`src/rtl/lcd_sync_pkg.sv`:
```
package lcd_sync_pkg;

    parameter int HSW_LO_W = 6;
    parameter int HSW_HI_W = 4;
    parameter int PORCH_W  = 10;
    parameter int PPL_W    = 11;
    parameter int LPP_LO_W = 10;

    localparam int HSW_W  = HSW_LO_W + HSW_HI_W;
    localparam int LPP_W  = LPP_LO_W + 1;
    localparam int LINE_W = LPP_W + 1;
    localparam int HMAX_W = (HSW_W > PORCH_W) ? HSW_W : PORCH_W;
    localparam int CNT_W  = (PPL_W > HMAX_W) ? PPL_W : HMAX_W;

    typedef enum logic [2:0] {
        S_LOAD,
        S_HSYNC,
        S_HBP,
        S_HACT,
        S_HFP
    } hstate_t;

    typedef struct packed {
        logic [HSW_W-1:0]   hsw;
        logic [PORCH_W-1:0] hbp;
        logic [PORCH_W-1:0] hfp;
        logic [PPL_W-1:0]   ppl;
        logic [LPP_W-1:0]   lpp;
        logic               active;
        logic               pclk_inv;
        logic               hs_inv;
        logic               vs_inv;
        logic               oe_inv;
        logic               edge_en;
        logic               edge_fall;
    } tcfg_t;

endpackage

```
`src/rtl/lcd_cfg_shadow.sv`:
```
module lcd_cfg_shadow
    import lcd_sync_pkg::*;
(
    input  logic  clk,
    input  logic  rst,
    input  logic  load,
    input  tcfg_t live,
    output tcfg_t held
);

    // Snapshot taken during reset and at every frame boundary only.
    always_ff @(posedge clk) begin
        if (rst || load) begin
            held <= live;
        end
    end

endmodule

```
`src/rtl/lcd_raster_fsm.sv`:
```
module lcd_raster_fsm
    import lcd_sync_pkg::*;
(
    input  logic              clk,
    input  logic              rst,
    input  tcfg_t             sh,
    output hstate_t           state,
    output logic              ph,
    output logic [LINE_W-1:0] line,
    output logic              load
);

    hstate_t            nxt;
    logic [CNT_W-1:0]   cnt;
    logic [CNT_W-1:0]   lim;
    logic [LINE_W-1:0]  last_line;
    logic               last_px;
    logic               frame_wrap;

    // Length of the current horizontal phase, in pixels minus one.
    always_comb begin
        lim = '0;
        unique case (state)
            S_HSYNC: lim = CNT_W'(sh.hsw);
            S_HBP:   lim = CNT_W'(sh.hbp);
            S_HACT:  lim = CNT_W'(sh.ppl);
            S_HFP:   lim = CNT_W'(sh.hfp);
            default: lim = '0;
        endcase
    end

    always_comb begin
        last_line  = sh.active ? (LINE_W'(sh.lpp) + LINE_W'(1)) : LINE_W'(sh.lpp);
        last_px    = ph && (cnt == lim);
        frame_wrap = (state == S_HFP) && last_px && (line == last_line);
        load       = (state == S_LOAD) || frame_wrap;
    end

    // Next-state logic.
    always_comb begin
        nxt = state;
        unique case (state)
            S_LOAD:  nxt = S_HSYNC;
            S_HSYNC: if (last_px) nxt = S_HBP;
            S_HBP:   if (last_px) nxt = S_HACT;
            S_HACT:  if (last_px) nxt = S_HFP;
            S_HFP:   if (last_px) nxt = S_HSYNC;
            default: nxt = S_LOAD;
        endcase
    end

    // State register together with phase, pixel and line counters.
    always_ff @(posedge clk) begin
        if (rst) begin
            state <= S_LOAD;
            ph    <= 1'b0;
            cnt   <= '0;
            line  <= '0;
        end else begin
            state <= nxt;
            if (state == S_LOAD) begin
                ph   <= 1'b0;
                cnt  <= '0;
                line <= '0;
            end else begin
                ph <= ~ph;
                if (ph) begin
                    cnt <= last_px ? '0 : cnt + CNT_W'(1);
                end
                if (frame_wrap) begin
                    line <= '0;
                end else if ((state == S_HFP) && last_px) begin
                    line <= line + LINE_W'(1);
                end
            end
        end
    end

    p_cnt_bound_r1: assert property (@(posedge clk) disable iff (rst)
        (state != S_LOAD) |-> (cnt <= lim));

    p_line_bound_r2: assert property (@(posedge clk) disable iff (rst)
        line <= last_line);

    p_ph_toggle_r3: assert property (@(posedge clk) disable iff (rst)
        (state != S_LOAD) |=> (ph != $past(ph)));

    p_wrap_to_line0_r10: assert property (@(posedge clk) disable iff (rst)
        (load && (state != S_LOAD)) |=> ((state == S_HSYNC) && (line == '0)));

endmodule

```
`src/rtl/lcd_pin_drive.sv`:
```
module lcd_pin_drive
    import lcd_sync_pkg::*;
(
    input  logic              clk,
    input  logic              rst,
    input  tcfg_t             live,
    input  tcfg_t             sh,
    input  hstate_t           state,
    input  logic              ph,
    input  logic [LINE_W-1:0] line,
    output logic              pix_clk_q,
    output logic              hs_q,
    output logic              vs_q,
    output logic              de_q,
    output logic              ac_q
);

    logic in_frame;
    logic hs_lvl, vs_lvl, de_lvl, pc_lvl;
    logic hs_dly, vs_dly;
    logic sync_late;
    logic hs_sel, vs_sel;

    always_comb begin
        in_frame = (state != S_LOAD);
        hs_lvl   = (state == S_HSYNC);
        if (sh.active) begin
            vs_lvl = in_frame && (line == (LINE_W'(sh.lpp) + LINE_W'(1)));
            de_lvl = (state == S_HACT) && (line <= LINE_W'(sh.lpp));
            pc_lvl = in_frame ? (~ph ^ sh.pclk_inv) : sh.pclk_inv;
        end else begin
            vs_lvl = in_frame && (line == '0);
            de_lvl = (state == S_HACT);
            pc_lvl = de_lvl ? (~ph ^ sh.pclk_inv) : sh.pclk_inv;
        end
        // Data moves on the edge leaving the rest level; a late sync lands
        // on the other edge. Passive panels always take the late edge.
        sync_late = (sh.active && sh.edge_en) ? (sh.edge_fall ^ sh.pclk_inv) : 1'b1;
        hs_sel    = sync_late ? hs_dly : hs_lvl;
        vs_sel    = sync_late ? vs_dly : vs_lvl;
    end

    always_ff @(posedge clk) begin
        if (rst) begin
            hs_dly    <= 1'b0;
            vs_dly    <= 1'b0;
            pix_clk_q <= live.pclk_inv;
            hs_q      <= live.hs_inv;
            vs_q      <= live.vs_inv;
            de_q      <= 1'b0;
            ac_q      <= live.active & live.oe_inv;
        end else begin
            hs_dly    <= hs_lvl;
            vs_dly    <= vs_lvl;
            pix_clk_q <= pc_lvl;
            hs_q      <= hs_sel ^ sh.hs_inv;
            vs_q      <= vs_sel ^ sh.vs_inv;
            de_q      <= de_lvl;
            ac_q      <= sh.active ? (de_lvl ^ sh.oe_inv) : de_lvl;
        end
    end

    p_passive_rest_r4: assert property (@(posedge clk) disable iff (rst)
        (!sh.active && !de_lvl) |=> (pix_clk_q == $past(sh.pclk_inv)));

    p_no_de_in_frame_line_r8: assert property (@(posedge clk) disable iff (rst)
        (sh.active && vs_lvl) |-> !de_lvl);

    p_reset_quiet_r11: assert property (@(posedge clk)
        rst |=> (!de_q && (hs_q == $past(live.hs_inv)) && (vs_q == $past(live.vs_inv))));

endmodule

```
`src/rtl/lcd_raster_timing.sv`:
```
module lcd_raster_timing
    import lcd_sync_pkg::*;
(
    input  logic                clk,
    input  logic                rst,
    input  logic [HSW_LO_W-1:0] cfg_hsw_lo,
    input  logic [HSW_HI_W-1:0] cfg_hsw_hi,
    input  logic [PORCH_W-1:0]  cfg_hbp,
    input  logic [PORCH_W-1:0]  cfg_hfp,
    input  logic [PPL_W-1:0]    cfg_ppl,
    input  logic [LPP_LO_W-1:0] cfg_lpp_lo,
    input  logic                cfg_lpp_b10,
    input  logic                cfg_active,
    input  logic                cfg_pclk_inv,
    input  logic                cfg_hs_inv,
    input  logic                cfg_vs_inv,
    input  logic                cfg_oe_inv,
    input  logic                cfg_sync_edge_en,
    input  logic                cfg_sync_on_fall,
    output logic                pix_clk_o,
    output logic                line_pulse_o,
    output logic                frame_pulse_o,
    output logic                ac_o,
    output logic                data_valid_o
);

    tcfg_t             live_cfg;
    tcfg_t             held_cfg;
    hstate_t           hstate;
    logic              phase;
    logic [LINE_W-1:0] line_idx;
    logic              snap;

    // Extension fields join their low parts here.
    always_comb begin
        live_cfg.hsw       = {cfg_hsw_hi, cfg_hsw_lo};
        live_cfg.hbp       = cfg_hbp;
        live_cfg.hfp       = cfg_hfp;
        live_cfg.ppl       = cfg_ppl;
        live_cfg.lpp       = {cfg_lpp_b10, cfg_lpp_lo};
        live_cfg.active    = cfg_active;
        live_cfg.pclk_inv  = cfg_pclk_inv;
        live_cfg.hs_inv    = cfg_hs_inv;
        live_cfg.vs_inv    = cfg_vs_inv;
        live_cfg.oe_inv    = cfg_oe_inv;
        live_cfg.edge_en   = cfg_sync_edge_en;
        live_cfg.edge_fall = cfg_sync_on_fall;
    end

    lcd_cfg_shadow u_shadow (
        .clk  (clk),
        .rst  (rst),
        .load (snap),
        .live (live_cfg),
        .held (held_cfg)
    );

    lcd_raster_fsm u_fsm (
        .clk   (clk),
        .rst   (rst),
        .sh    (held_cfg),
        .state (hstate),
        .ph    (phase),
        .line  (line_idx),
        .load  (snap)
    );

    lcd_pin_drive u_pins (
        .clk       (clk),
        .rst       (rst),
        .live      (live_cfg),
        .sh        (held_cfg),
        .state     (hstate),
        .ph        (phase),
        .line      (line_idx),
        .pix_clk_q (pix_clk_o),
        .hs_q      (line_pulse_o),
        .vs_q      (frame_pulse_o),
        .de_q      (data_valid_o),
        .ac_q      (ac_o)
    );

endmodule

```
`config.mk`:
```
export PLATFORM = sky130hd
export DESIGN_NAME = lcd_raster_timing
export DESIGN_NICKNAME = d
export VERILOG_FILES = /design/src/rtl/lcd_sync_pkg.sv /design/src/rtl/lcd_cfg_shadow.sv /design/src/rtl/lcd_raster_fsm.sv /design/src/rtl/lcd_pin_drive.sv /design/src/rtl/lcd_raster_timing.sv
export SDC_FILE = /design/constraint.sdc
export NUM_CORES = 1
export LEC_CHECK = 0
export ABC_AREA = 1
export BUFFER_PORTS_ARGS = -buffer_cell sky130_fd_sc_hd__buf_2
export CAP_MARGIN = 40
export CORE_MARGIN = 3
export CORE_UTILIZATION = 60
export DETAILED_ROUTE_END_ITERATION = 12
export PLACE_DENSITY = 0.88
export RECOVER_POWER = 50
export SYNTH_ARGS = -nofsm -noshare
export SYNTH_HDL_FRONTEND = slang
export SYNTH_SLANG_ARGS = --single-unit
```
`constraint.sdc`:
```
create_clock -name clk -period 7.6 [get_ports clk]
set_clock_uncertainty 0.2 [all_clocks]
set_input_delay 0.76 -clock clk [delete_from_list [all_inputs] [get_ports clk]]
set_output_delay 0.76 -clock clk [all_outputs]
set_load 0.03 [all_outputs]
```
**After elaboration in Yosys (flattened, before gate mapping)**

Index checks and enable logic that the tools add are counted.

- Add/subtract/negate cells: 3
- $lt $le $gt $ge: 1
- Equal/unequal tests: 11
- Muxes and demuxes: 21
- Bitwise gates (word level): 7
- Reduce and logical (&&, ||, !) cells: 15

Operator list:

| operator | count |
|---|---|
| 11-bit one-hot mux with 4 select lines | 1 |
| 12-bit equality test | 2 |
| 3-bit one-hot mux with 5 select lines | 1 |
| 1-bit two-way mux | 13 |
| 11-bit by 1-bit adder with 12-bit output (second input constant) | 1 |
| 12-bit by 1-bit adder with 12-bit output (second input constant) | 1 |
| 12-bit by 11-bit less-or-equal comparator with 1-bit output | 1 |
| 12-bit zero test | 1 |
| 12-bit two-way mux | 1 |
| 3-bit two-way mux | 4 |
| 11-bit by 1-bit adder with 11-bit output (second input constant) | 1 |
| 11-bit equality test | 1 |
| 11-bit two-way mux | 1 |
| 1-bit logical AND | 7 |
| 3-bit by 2-bit equality test with 1-bit output (second input constant) | 2 |
| 2-bit by 1-bit inequality test with 1-bit output (second input constant) | 3 |
| 1-bit bitwise XOR | 5 |
| 4-bit AND reduction | 1 |
| 3-bit by 1-bit equality test with 1-bit output (second input constant) | 1 |
| 3-bit equality test (second input constant) | 1 |
| 3-bit zero test | 1 |
| 3-bit nonzero test | 1 |
| 3-bit OR reduction | 1 |
| 1-bit logical OR | 2 |
| 4 further kinds | 4 |

- Flip-flop bits (word level): 93
- Input port bits: 61
- Word-level logic and storage cells: 81

**Depth between registers and ports, before layout**

Gate-level depths: netlist of the first run.

- Depth in word-level cells: 8
- Mapped depth: 19
- Depth with buffers taken out: 17

**By module**

Synthesis of the first run repeated with hierarchy kept, for this count alone.

- Cell total of the unflattened synthesis: 694
- Area total of the unflattened synthesis: 5474.0 um^2

By module, submodules not included:

| module | instances | cells an instance | area each (um^2) | seq. area each (um^2) |
|---|---|---|---|---|
| lcd_raster_fsm | 1 | 429 | 2558.7 | 540.5 |
| lcd_cfg_shadow | 1 | 62 | 1783.0 | 1771.7 |
| lcd_pin_drive | 1 | 203 | 1132.3 | 140.1 |

**Worst setup path before layout of the first run**

No wires, ideal clock.

- Kind: reg-to-reg
- Start point: register u_shadow.held[7] (netlist name)
- End point: register u_shadow.held[0] (netlist name) (enable)
- Library setup time: 0.424 ns
- Arrival: 3.093 ns
- Required time: 6.976 ns
- Setup slack: 3.884 ns
- Cell stages (with the launch flop): 12
- Buffers on the path: 0
- Period minus slack after synthesis: 3.716 ns
- Path through: edfxtp_1 > ha_1 > inv_1 > nand2_1 > o21ai_0 > xor2_1 > or2_2 > nor2_1 > nand3_1 > nor2_1 > nand2_1 > nand2_1

- Cells in the longest elaborated chain, start to end: 6

Ends and longest elaborated chain:

| what | RTL line | source |
|---|---|---|
| start: declaration | lcd_cfg_shadow.sv:8 | `output tcfg_t held` |
| start signal: assignment | lcd_cfg_shadow.sv:14 | `held <= live;` |
| 11-bit by 1-bit adder with 12-bit output | lcd_raster_fsm.sv:33 | `last_line = sh.active ? (LINE_W'(sh.lpp) + LINE_W'(1)) : LINE_W'(sh.lpp);` |
| 12-bit two-way mux * | lcd_raster_fsm.sv:33 |  |
| 12-bit equality test * | lcd_raster_fsm.sv:35 | `frame_wrap = (state == S_HFP) && last_px && (line == last_line);` |
| 1-bit logical AND * | lcd_raster_fsm.sv:35 |  |
| 1-bit logical OR * | lcd_raster_fsm.sv:36 | `load = (state == S_LOAD) \|\| frame_wrap;` |
| 1-bit logical OR * | lcd_cfg_shadow.sv:13 | `if (rst \|\| load) begin` |

Every way passes the cells marked *; elsewhere a longest branch is shown, timed or not.
A chain may end at the register's enable or synchronous reset.

**Worst setup path after layout of the first run**

- Start point: register u_fsm.state[2]
- End point: register u_shadow.held[40] (netlist name) (enable)

- Cells in the longest elaborated chain, start to end: 8
- Elaborated cells on any way between the ends: 12

Ends and longest elaborated chain:

| what | RTL line | source |
|---|---|---|
| start: declaration | lcd_raster_fsm.sv:7 | `output hstate_t state,` |
| start signal: assignment | lcd_raster_fsm.sv:60 | `state <= nxt;` |
| 3-bit equality test, or another cell as far along | lcd_raster_fsm.sv:23, lcd_raster_fsm.sv:35 |  |
| 11-bit one-hot mux with 4 select lines | lcd_raster_fsm.sv:23 | `unique case (state)` |
| 11-bit equality test | lcd_raster_fsm.sv:34 | `last_px = ph && (cnt == lim);` |
| 1-bit logical AND | lcd_raster_fsm.sv:34 |  |
| 1-bit logical AND (2 in a row) | lcd_raster_fsm.sv:35 |  |
| 1-bit logical OR * | lcd_raster_fsm.sv:36 |  |
| 1-bit logical OR * | lcd_cfg_shadow.sv:13 |  |

Marks and branches as above.

==> flow_summary.toml, run 1 <==
[outcome]
status = "finished, final reports clean"

[die]
die_x_um = 98.9
die_area_um2 = 9780
std_cell_rows = 33
ioPinCount = 66
start_util_pct = 62.4
die_h_um = 98.9
core-area_um2 = 8300

[power]
power_w = 0.00175
pwr_density_cell_nw_per_um2 = 303
ir_worst_vdd_v = 0.000181
leakagePower_nw = 2.66

[critical_path]
cp_slowest_cell = "nor2_1"
rr_startpoint = "u_fsm.state[2]"
timing.rr.end = "u_shadow.held[40]"
crit_required_ps = 7400
crit_chain = "inv_1, nand2_1, nor2_1, nand2_1, nand2_1, nor2_1, nand2_1, nand2_1, nor2_1, nand2_1, nor2_1, nand2_1, nor2_1, nand2_1, nand2_2, buf_4"
max_stage_delay_ps = 670
crit_type = "flop to flop"
crit_path_start_kind = "flop"
r2r_setup_slack_ps = 3690
worstPathMaxFanout = 43
critPathArrivalTime_ps = 3710
worstSetupEndpointType = "flop"
reg2regPathDepth = 16
cpMostUsedCell = "nand2_1"

[place]
dpl_cell_area_um2 = 5580
gp_congestion = 0.977
dp_hpwl_um = 9400
io_buffer_count = 65

[yosys]
syn_nets = 752
synth_cells = 676
ys_types = 34
async_flop_share_pct = 0
synth_xor_area_share_pct = 2.88
synth_edf_count = 59
synth-compound-area-share_pct = 5.85
synth_top_family_by_area = "simple AND/OR/NAND/NOR gates"
ys_seq_area_share_pct = 47.4
synth_top_area_share_pct = 34.2
yosysTopAreaCell = "edfxtp_1"
synth_seq_cells = 93
synth_top_cells_by_count = "nand2_1, nor2_1, nand3_1"
synth_ff_type = "edfxtp_1"
synthMuxAreaShare_pct = 0
synthSimpleGateAreaFrac_pct = 34.3
synth_fa_ha_area_share_pct = 3.63
syn_area_per_cell_um2 = 7.66
post-synth-top-count-cell = "nand2_1"
synth.area.top_cells = "edfxtp_1, nand2_1, dfxtp_1"
ys_warn_count = 0
synth_area_um2 = 5170

[worst_hold_path]
hold_start = "u_fsm.line[1]"
hold_class = "flop to flop"
hold_end = "u_fsm.line[1]"
holdPathStages = 2

[sta]
setup_tns_ps = 0
period_minus_slack_ps = 3910
hold_slack_ps = 333
max_freq_mhz = 256
period_share_pct = 51.5
hold_viol_final = 0
grt_setup_unrepaired = "no"
slew_viol_final = 0
max_slew_margin_pct = 35.0
worst_pin_slew_ps = 971
setup_viol = 0

[global_routing]
grt_pass1_wl_um = 20900
antenna_found_initial = 0
grt_max_degree = 44
grt_pass1_vias = 4690
grt_overflow = 0
grt.total_usage_pct = 26.2

[job]
maxCapViolations = 0

[clock_tree]
clock-sinks = 93
post-cts-setup-buffers = 0
cts_resized = 0
htree_levels = 3
clock-root-buffer = "clkbuf_8"
cts_hold_buffers = 0
worstSkewPairLatency_ps = 360
clockBufferDepth = 2
numCtsBuffers = 9
cts_tree = "built"
clk_pin_slew_ps = 90

[route]
drt_iter0_markers = 367
wl_um = 12500
vias = 4798
ant_nets = 0
drcViolationCount = 0
routedWlPerCell_um = 14.7
first_pass_iters = 6
viasPerCell = 5.63

[finish]
layout.nets = 818
fin_area_um2 = 5770
drive_above_1_share_pct = 11.2
syn2layout_area_growth_pct = 11.6
fill_cells = 628
post-route-util_pct = 69.6
antenna_cells = 0
## metal layers
layer  vias to the layer above  part of all wire [%]  global-route usage (%)  wire length, µm
met3                        57                   7.9                    5.17              984
li1                       2349                     -                       -                -
met4                         0                   3.9                    12.7              483
met5                         -                     0                       0                0
met1                      2149                    39                    30.7             4850
met2                       243                    49                    45.7             6190
## power by group
| part | internal (W) | switching, W |
|---|---|---|
| Sequential | 0.000669 | 0.0000660 |
| Clock | 0.000189 | 0.000177 |
| Combinational | 0.000193 | 0.000453 |
## worst max-delay path by stage
stage | startpoint | to | slack, ps | cells past startpoint
2_1_floorplan | u_shadow.held[7] | u_shadow.held[0] | 3880 | 11
3_5_place_dp | u_shadow.held[6] | u_shadow.held[40] | 3770 | 10
4_1_cts | u_fsm.state[1] | u_shadow.held[10] | 3770 | 15
6_report | u_fsm.state[2] | u_shadow.held[40] | 3690 | 16
3_3_place_gp | u_fsm.state[1] | u_shadow.held[40] | 3720 | 16
5_1_grt | u_fsm.state[2] | u_shadow.held[40] | 3290 | 16
## state kept, by name, indices dropped and copies added, names as in the netlist, 3 cells and up
register       cells
u_fsm.state        3
u_fsm.line        12
u_shadow.held     59
u_fsm.cnt         11
## placed cells by master (no fill, tap or decap), types with 2 or more instances in the layout
cell type,n
dfxtp_1,34
xor2_1,16
nor2_4,2
a211oi_1,2
nand3b_1,2
nor3_1,10
edfxtp_1,59
clkbuf_1,9
nand4_1,13
inv_1,61
buf_2,57
nand3_1,62
clkbuf_8,9
nor3b_1,2
or2_2,3
nand2_1,245
o21ai_0,20
nor2_1,76
bufinv_16,2
ha_1,15
o21a_1,2
nor4_1,3
a21oi_1,19
o21ai_1,6
inv_2,2
clkinvlp_4,2
o211ai_1,2
## stage by stage
| stage | cells | worst slack [ps] |
|---|---|---|
| finish | 852 | 3690 |
| global route | 852 | 3290 |
| CTS | 852 | 3770 |
| detailed placement | 836 | 3770 |
| global placement | 835 | 3720 |
| floorplan | 676 | 3880 |
## cell type report
| class | instances | area [µm²] | share of cell area [%] |
|---|---|---|---|
| clock buffer | 10 | 128 | 2.21 |
| multi-input combinational | 508 | 2400 | 41.5 |
| tap | 105 | 131 | 2.28 |
| sequential | 93 | 2450 | 42.5 |
| timing repair buffer | 67 | 334 | 5.79 |
| inverter | 63 | 236 | 4.10 |
| clock inverter | 6 | 95.1 | 1.65 |
## logic make-up after synthesis
logic type,count (synthesis)
DFF,93
and+or+nand+nor,421
adders and majority gates,15
xor gates and xnor gates,17
buffers and inverters,75
AOI/OAI and AO/OA,55
## worst max-delay path: cells and delay by family, from the launching register on
kind	cells	cell delay (ps)
buf+inv	2	670
simple gates	14	2320
flops	1	340
Note: power is estimated with default switching activity, not from simulation.
==> run 2: changes to the inputs <==
--- a/config.mk
+++ b/config.mk
@@ -9,9 +9,9 @@
 export BUFFER_PORTS_ARGS = -buffer_cell sky130_fd_sc_hd__buf_2
 export CAP_MARGIN = 40
 export CORE_MARGIN = 3
-export CORE_UTILIZATION = 60
+export CORE_UTILIZATION = 53
 export DETAILED_ROUTE_END_ITERATION = 12
-export PLACE_DENSITY = 0.88
+export PLACE_DENSITY = 0.83
 export RECOVER_POWER = 50
 export SYNTH_ARGS = -nofsm -noshare
 export SYNTH_HDL_FRONTEND = slang
==> constraint.sdc (replaced) <==
create_clock -name clk -period 3.55 [get_ports clk]
set_clock_uncertainty 0.2 [all_clocks]
set_input_delay 0.355 -clock clk [delete_from_list [all_inputs] [get_ports clk]]
set_output_delay 0.355 -clock clk [all_outputs]
set_load 0.03 [all_outputs]
==> flow_summary.toml, run 2 (synthesis gave the netlist of run 1 again) <==
[global_routing]
grt_max_degree = 46
grt_pass1_vias = 5000
grt.total_usage_pct = 25.3
grt_overflow = 0
antenna_found_initial = 0
grt_pass1_wl_um = 22500

[critical_path]
path_delay_family = "simple AND/OR/NAND/NOR gates"
worst-path-buf-inv = 2
crit_path_start_kind = "flop"
r2r_setup_slack_ps = 370
max_stage_delay_ps = 420
crit_type = "flop to flop"
worstPathMaxFanout = 14
cpMostUsedCell = "nand2_1"
critPathArrivalTime_ps = 3260
timing.rr.end = "u_fsm.cnt[0]"
reg2regPathDepth = 15
crit_path_end = "u_fsm.cnt[0]"
crit_required_ps = 3630
crit_chain = "nand2_1, nor2_4, nand2_1, nand2_1, nor2_1, nand2_1, nand3_1, clkinv_1, nand2_1, nor2_1, nand2_1, nand2_1, inv_1, nand3_1, o21ai_0"
crit_path_start = "u_fsm.state[0]"
worstSetupEndpointType = "flop"
cp_slowest_cell = "dfxtp_1"
cp.depth = 15
rr_startpoint = "u_fsm.state[0]"

[clock_tree]
cts_tree = "built"
htree_levels = 3
clock-sinks = 93
clock-root-buffer = "clkbuf_8"
clk_pin_slew_ps = 100
worstSkewPairLatency_ps = 390
numCtsBuffers = 9
post-cts-setup-buffers = 0
clockBufferDepth = 2

[place]
gp_congestion = 0.974
io_buffer_count = 65
dp.cells = 863
dp_hpwl_um = 9060

[die]
ioPinCount = 66
die_x_um = 105
start_util_pct = 55.2
die_area_um2 = 11000
die_h_um = 105
std_cell_rows = 35
core-area_um2 = 9370

[finish]
final_cells = 938
drive_above_1_share_pct = 10.0
regMostFlops = "u_shadow.held"
largest_register_ffs = 59
antenna_cells = 0
multi_input_area_um2 = 2400
layout.nets = 880
syn2layout_area_growth_pct = 23.9
layout_common_cells = "nand2_1, nor2_1, nand3_1"
fill_cells = 745
top_regs = "u_shadow.held x59, u_fsm.line x12, u_fsm.cnt x11"
seq_area_um2 = 2450
mostFrequentLayoutCell = "nand2_1"

[sta]
setup_viol = 0
hold_viol_final = 0
setup_tns_ps = 0
hold_slack_ps = 89.3
worst_pin_slew_ps = 596
period_minus_slack_ps = 3180
max_freq_mhz = 314
slew_viol_final = 0
grt_setup_unrepaired = "no"
max_slew_margin_pct = 60.3
period_share_pct = 89.7

[route]
viasPerCell = 5.40
routedWlPerCell_um = 14.3
drcViolationCount = 0
ant_nets = 0
drt_iter0_markers = 407
vias = 5068
wl_um = 13400
first_pass_iters = 6

[power]
pwr_density_cell_nw_per_um2 = 595
clkPwrFrac_pct = 20.1
pwr-share-seq_pct = 41.0
internal-power_w = 0.00225
switching_share_pct = 40.9
ir_worst_vdd_v = 0.000382
leakagePower_nw = 2.90
share_comb_of_total_power_pct = 38.9
p_sw_w = 0.00156

[worst_hold_path]
hold_class = "input pin to flop"

[job]
maxCapViolations = 0

[outcome]
status = "finished, final reports clean"
-- run 2: timing repair --
action / 4_1_cts / 5_1_grt
hold endpoints to repair: 60 / 0
gates resized for setup: 0 / 1
hold buffers: 59 / 0
setup endpoints to repair: 0 / 45
-- run 2: power groups by stage --
stage	sequential, W	clock, W	combinational [W]
3_3_place_gp	0.00156	0	0.00137
4_1_cts	0.00155	0.000768	0.00149
6_report	0.00156	0.000766	0.00148
3_5_place_dp	0.00157	0	0.00143
5_1_grt	0.00158	0.000821	0.00167
2_1_floorplan	0.00156	0	0.00106
-- run 2: through the flow --
stage               total power (W)  instance area (µm²)  setup slack [ps]  utilization (%)
floorplan                   0.00262                 5180               446                -
global placement            0.00293                 5640               542             60.2
CTS                         0.00381                 6450               367             68.8
global route                0.00407                 6410               132             68.4
finish                      0.00381                 6410               367             68.4
detailed placement          0.00300                 5640               394             60.2
-- run 2: how the worst min path moves through the flow --
| stage | start | to | slack, ps | depth (start not counted) |
|---|---|---|---|---|
| 2_1_floorplan | cfg_sync_on_fall | u_shadow.held[0] | 250 | 0 |
| 3_3_place_gp | u_fsm.cnt[10] | u_fsm.cnt[10] | 320 | 2 |
| 3_5_place_dp | cfg_hsw_hi[0] | u_shadow.held[55] | 330 | 1 |
| 4_1_cts | rst | u_fsm.state[1] | 80 | 2 |
| 5_1_grt | rst | u_fsm.state[1] | 120 | 2 |
| 6_report | rst | u_fsm.state[1] | 90 | 2 |
-- run 2: area by class of cell --
cell class	count	share of cell area (%)
Sequential cell	93	38.3
Multi-Input combinational cell	508	37.4
Timing Repair Buffer	129	14.7
Inverter	63	3.69
Tap cell	129	2.52
Clock buffer	9	1.93
Clock inverter	7	1.42
-- run 2: routing by layer --
metal	vias to the layer above	share of wire [%]	wire [µm]	GRT usage [%]
met4	0	3.6	482	11.0
met1	2316	38	5120	28.6
met2	236	50	6760	44.5
li1	2468	-	-	-
met3	48	8.1	1080	6.92
met5	-	0	0	0
==> run 3: changes to the inputs <==
--- a/config.mk
+++ b/config.mk
@@ -5,13 +5,12 @@
 export SDC_FILE = /design/constraint.sdc
 export NUM_CORES = 1
 export LEC_CHECK = 0
-export ABC_AREA = 1
 export BUFFER_PORTS_ARGS = -buffer_cell sky130_fd_sc_hd__buf_2
 export CAP_MARGIN = 40
 export CORE_MARGIN = 3
-export CORE_UTILIZATION = 53
+export CORE_UTILIZATION = 52
 export DETAILED_ROUTE_END_ITERATION = 12
-export PLACE_DENSITY = 0.83
+export PLACE_DENSITY = 0.82
 export RECOVER_POWER = 50
 export SYNTH_ARGS = -nofsm -noshare
 export SYNTH_HDL_FRONTEND = slang
==> flow_summary.toml, run 3 <==
[finish]
layout_common_cells = "edfxtp_1, dlygate4sd3_1, buf_2"
mostFrequentLayoutCell = "edfxtp_1"
top_regs = "u_shadow.held x59, u_fsm.line x12, u_fsm.cnt x11"
drive_above_1_share_pct = 15.3
syn2layout_area_growth_pct = 24.5
regMostFlops = "u_shadow.held"
largest_register_ffs = 59
final_cells = 689
antenna_cells = 0
layout.nets = 652

[die]
core-area_um2 = 8930
die_area_um2 = 10600
ioPinCount = 66
die_x_um = 103
std_cell_rows = 34
start_util_pct = 54.6
die_h_um = 103

[critical_path]
worstSetupEndpointType = "flop"
crit_type = "flop to flop"
cp_slowest_cell = "or4_1"
crit_path_start_kind = "flop"
crit_required_ps = 3410
crit_chain = "ha_1, nand3_1, or4_1, xnor2_1, a2111oi_0, nor3_1, nor4_1, a21o_2, buf_12"
path_delay_family = "simple AND/OR/NAND/NOR gates"
worst-path-buf-inv = 1
critPathArrivalTime_ps = 3140
max_stage_delay_ps = 530
worstPathMaxFanout = 39

[global_routing]
grt_overflow = 0
grt_pass1_vias = 3837
antenna_found_initial = 0
grt.total_usage_pct = 23.2
grt_max_degree = 40
grt_pass1_wl_um = 18900

[clock_tree]
cts_resized = 0
clk_pin_slew_ps = 90
clockBufferDepth = 2
cts_tree = "built"
worstSkewPairLatency_ps = 360
numCtsBuffers = 9
htree_levels = 3
clock-sinks = 93
clock-root-buffer = "clkbuf_8"

[place]
dp_hpwl_um = 7960
io_buffer_count = 65
gp_congestion = 0.891
dp.cells = 615

[yosys]
synth_cells = 463
syn_nets = 539
ys_seq_area_share_pct = 50.2
ys_warn_count = 0
synth_top_cells_by_count = "edfxtp_1, nor2_1, dfxtp_1, xnor2_1, nand2_1"
ys_types = 64
synth_ff_type = "edfxtp_1"
syn_area_per_cell_um2 = 10.5
post-synth-top-count-cell = "edfxtp_1"
yosysTopAreaCell = "edfxtp_1"
synth_edf_count = 59
synth_area_um2 = 4880
synth_top_area_share_pct = 36.3
synth.area.top_cells = "edfxtp_1, dfxtp_1, xnor2_1"
async_flop_share_pct = 0
synth_seq_cells = 93

[route]
drcViolationCount = 0
wl_um = 11600
first_pass_iters = 5
routedWlPerCell_um = 16.9
drt_iter0_markers = 212
vias = 3898
ant_nets = 0
viasPerCell = 5.66

[power]
leakagePower_nw = 2.35
ir_worst_vdd_v = 0.000285
pwr_density_cell_nw_per_um2 = 419

[sta]
setup_tns_ps = 0
max_freq_mhz = 305
setup_viol = 0
hold_viol_final = 0
period_share_pct = 92.4
grt_setup_unrepaired = "no"
slew_viol_final = 0
worst_pin_slew_ps = 538
period_minus_slack_ps = 3280
max_slew_margin_pct = 63.8

[outcome]
status = "finished, final reports clean"

[job]
maxCapViolations = 0

[worst_hold_path]
hold_class = "input pin to flop"
run 3: per-stage QoR:
stage | util [%] | worst slack [ps] | power [W] | hold slack, ps | area (µm²)
global placement | 59.2 | 330 | 0.00172 | 310 | 5290
floorplan | - | 221 | 0.00160 | 254 | 4880
global route | 68.0 | 1.83 | 0.00267 | 51.7 | 6080
finish | 68.0 | 270 | 0.00255 | 53.8 | 6080
CTS | 68.2 | 296 | 0.00255 | 1.34 | 6090
detailed placement | 59.2 | 312 | 0.00174 | 325 | 5290
run 3: area by class of cell:
class                           instances  area, µm²
Inverter                               15       56.3
Fill cell                             655       2860
Multi-Input combinational cell        324       2220
Tap cell                              108        135
Timing Repair Buffer                  133        991
Clock buffer                            9        124
Clock inverter                          7       97.6
Sequential cell                        93       2450
run 3: path summary, 6_finish.rpt:
| kind | to | cells past startpoint | start | slack [ps] |
|---|---|---|---|---|
| setup / recovery | u_shadow.held[37] | 9 | u_shadow.held[7] | 270 |
| hold / removal | u_shadow.held[13] | 1 | cfg_lpp_lo[6] | 50 |
| setup reg to reg | u_shadow.held[37] | 9 | u_shadow.held[7] | 270 |
| hold reg to reg | u_fsm.cnt[1] | 2 | u_fsm.cnt[1] | 340 |
run 3: routing by layer:
layer	routed length, µm	share of wire (%)	track usage [%]	vias up
met4	157	1.3	5.78	0
li1	-	-	-	1909
met3	715	6.1	4.67	18
met5	0	0	0	-
met1	4860	42	29.1	1819
met2	5910	51	41.0	152
run 3: cells by family after synthesis:
kind of cell | count (synthesis) | synth area share (%)
simple gates | 171 | 19.7
xor+xnor | 53 | 9.51
flops | 93 | 50.2
mux | 10 | 2.08
fa+ha+maj | 15 | 3.84
buf+inv | 46 | 4.28
compound gates | 75 | 10.4
run 3: timing repair:
| action | in CTS | in global routing |
|---|---|---|
| hold endpoints to repair | 58 | 0 |
| hold buffers | 58 | 0 |
| setup endpoints to repair | 0 | 0 |
| buffers inserted | 0 | 0 |
run 3: where the power goes:
group | total [W] | internal, W | switching, W
sequential | 0.00133 | 0.00126 | 0.0000691
clock | 0.000781 | 0.000402 | 0.000380
combinational | 0.000437 | 0.000199 | 0.000238
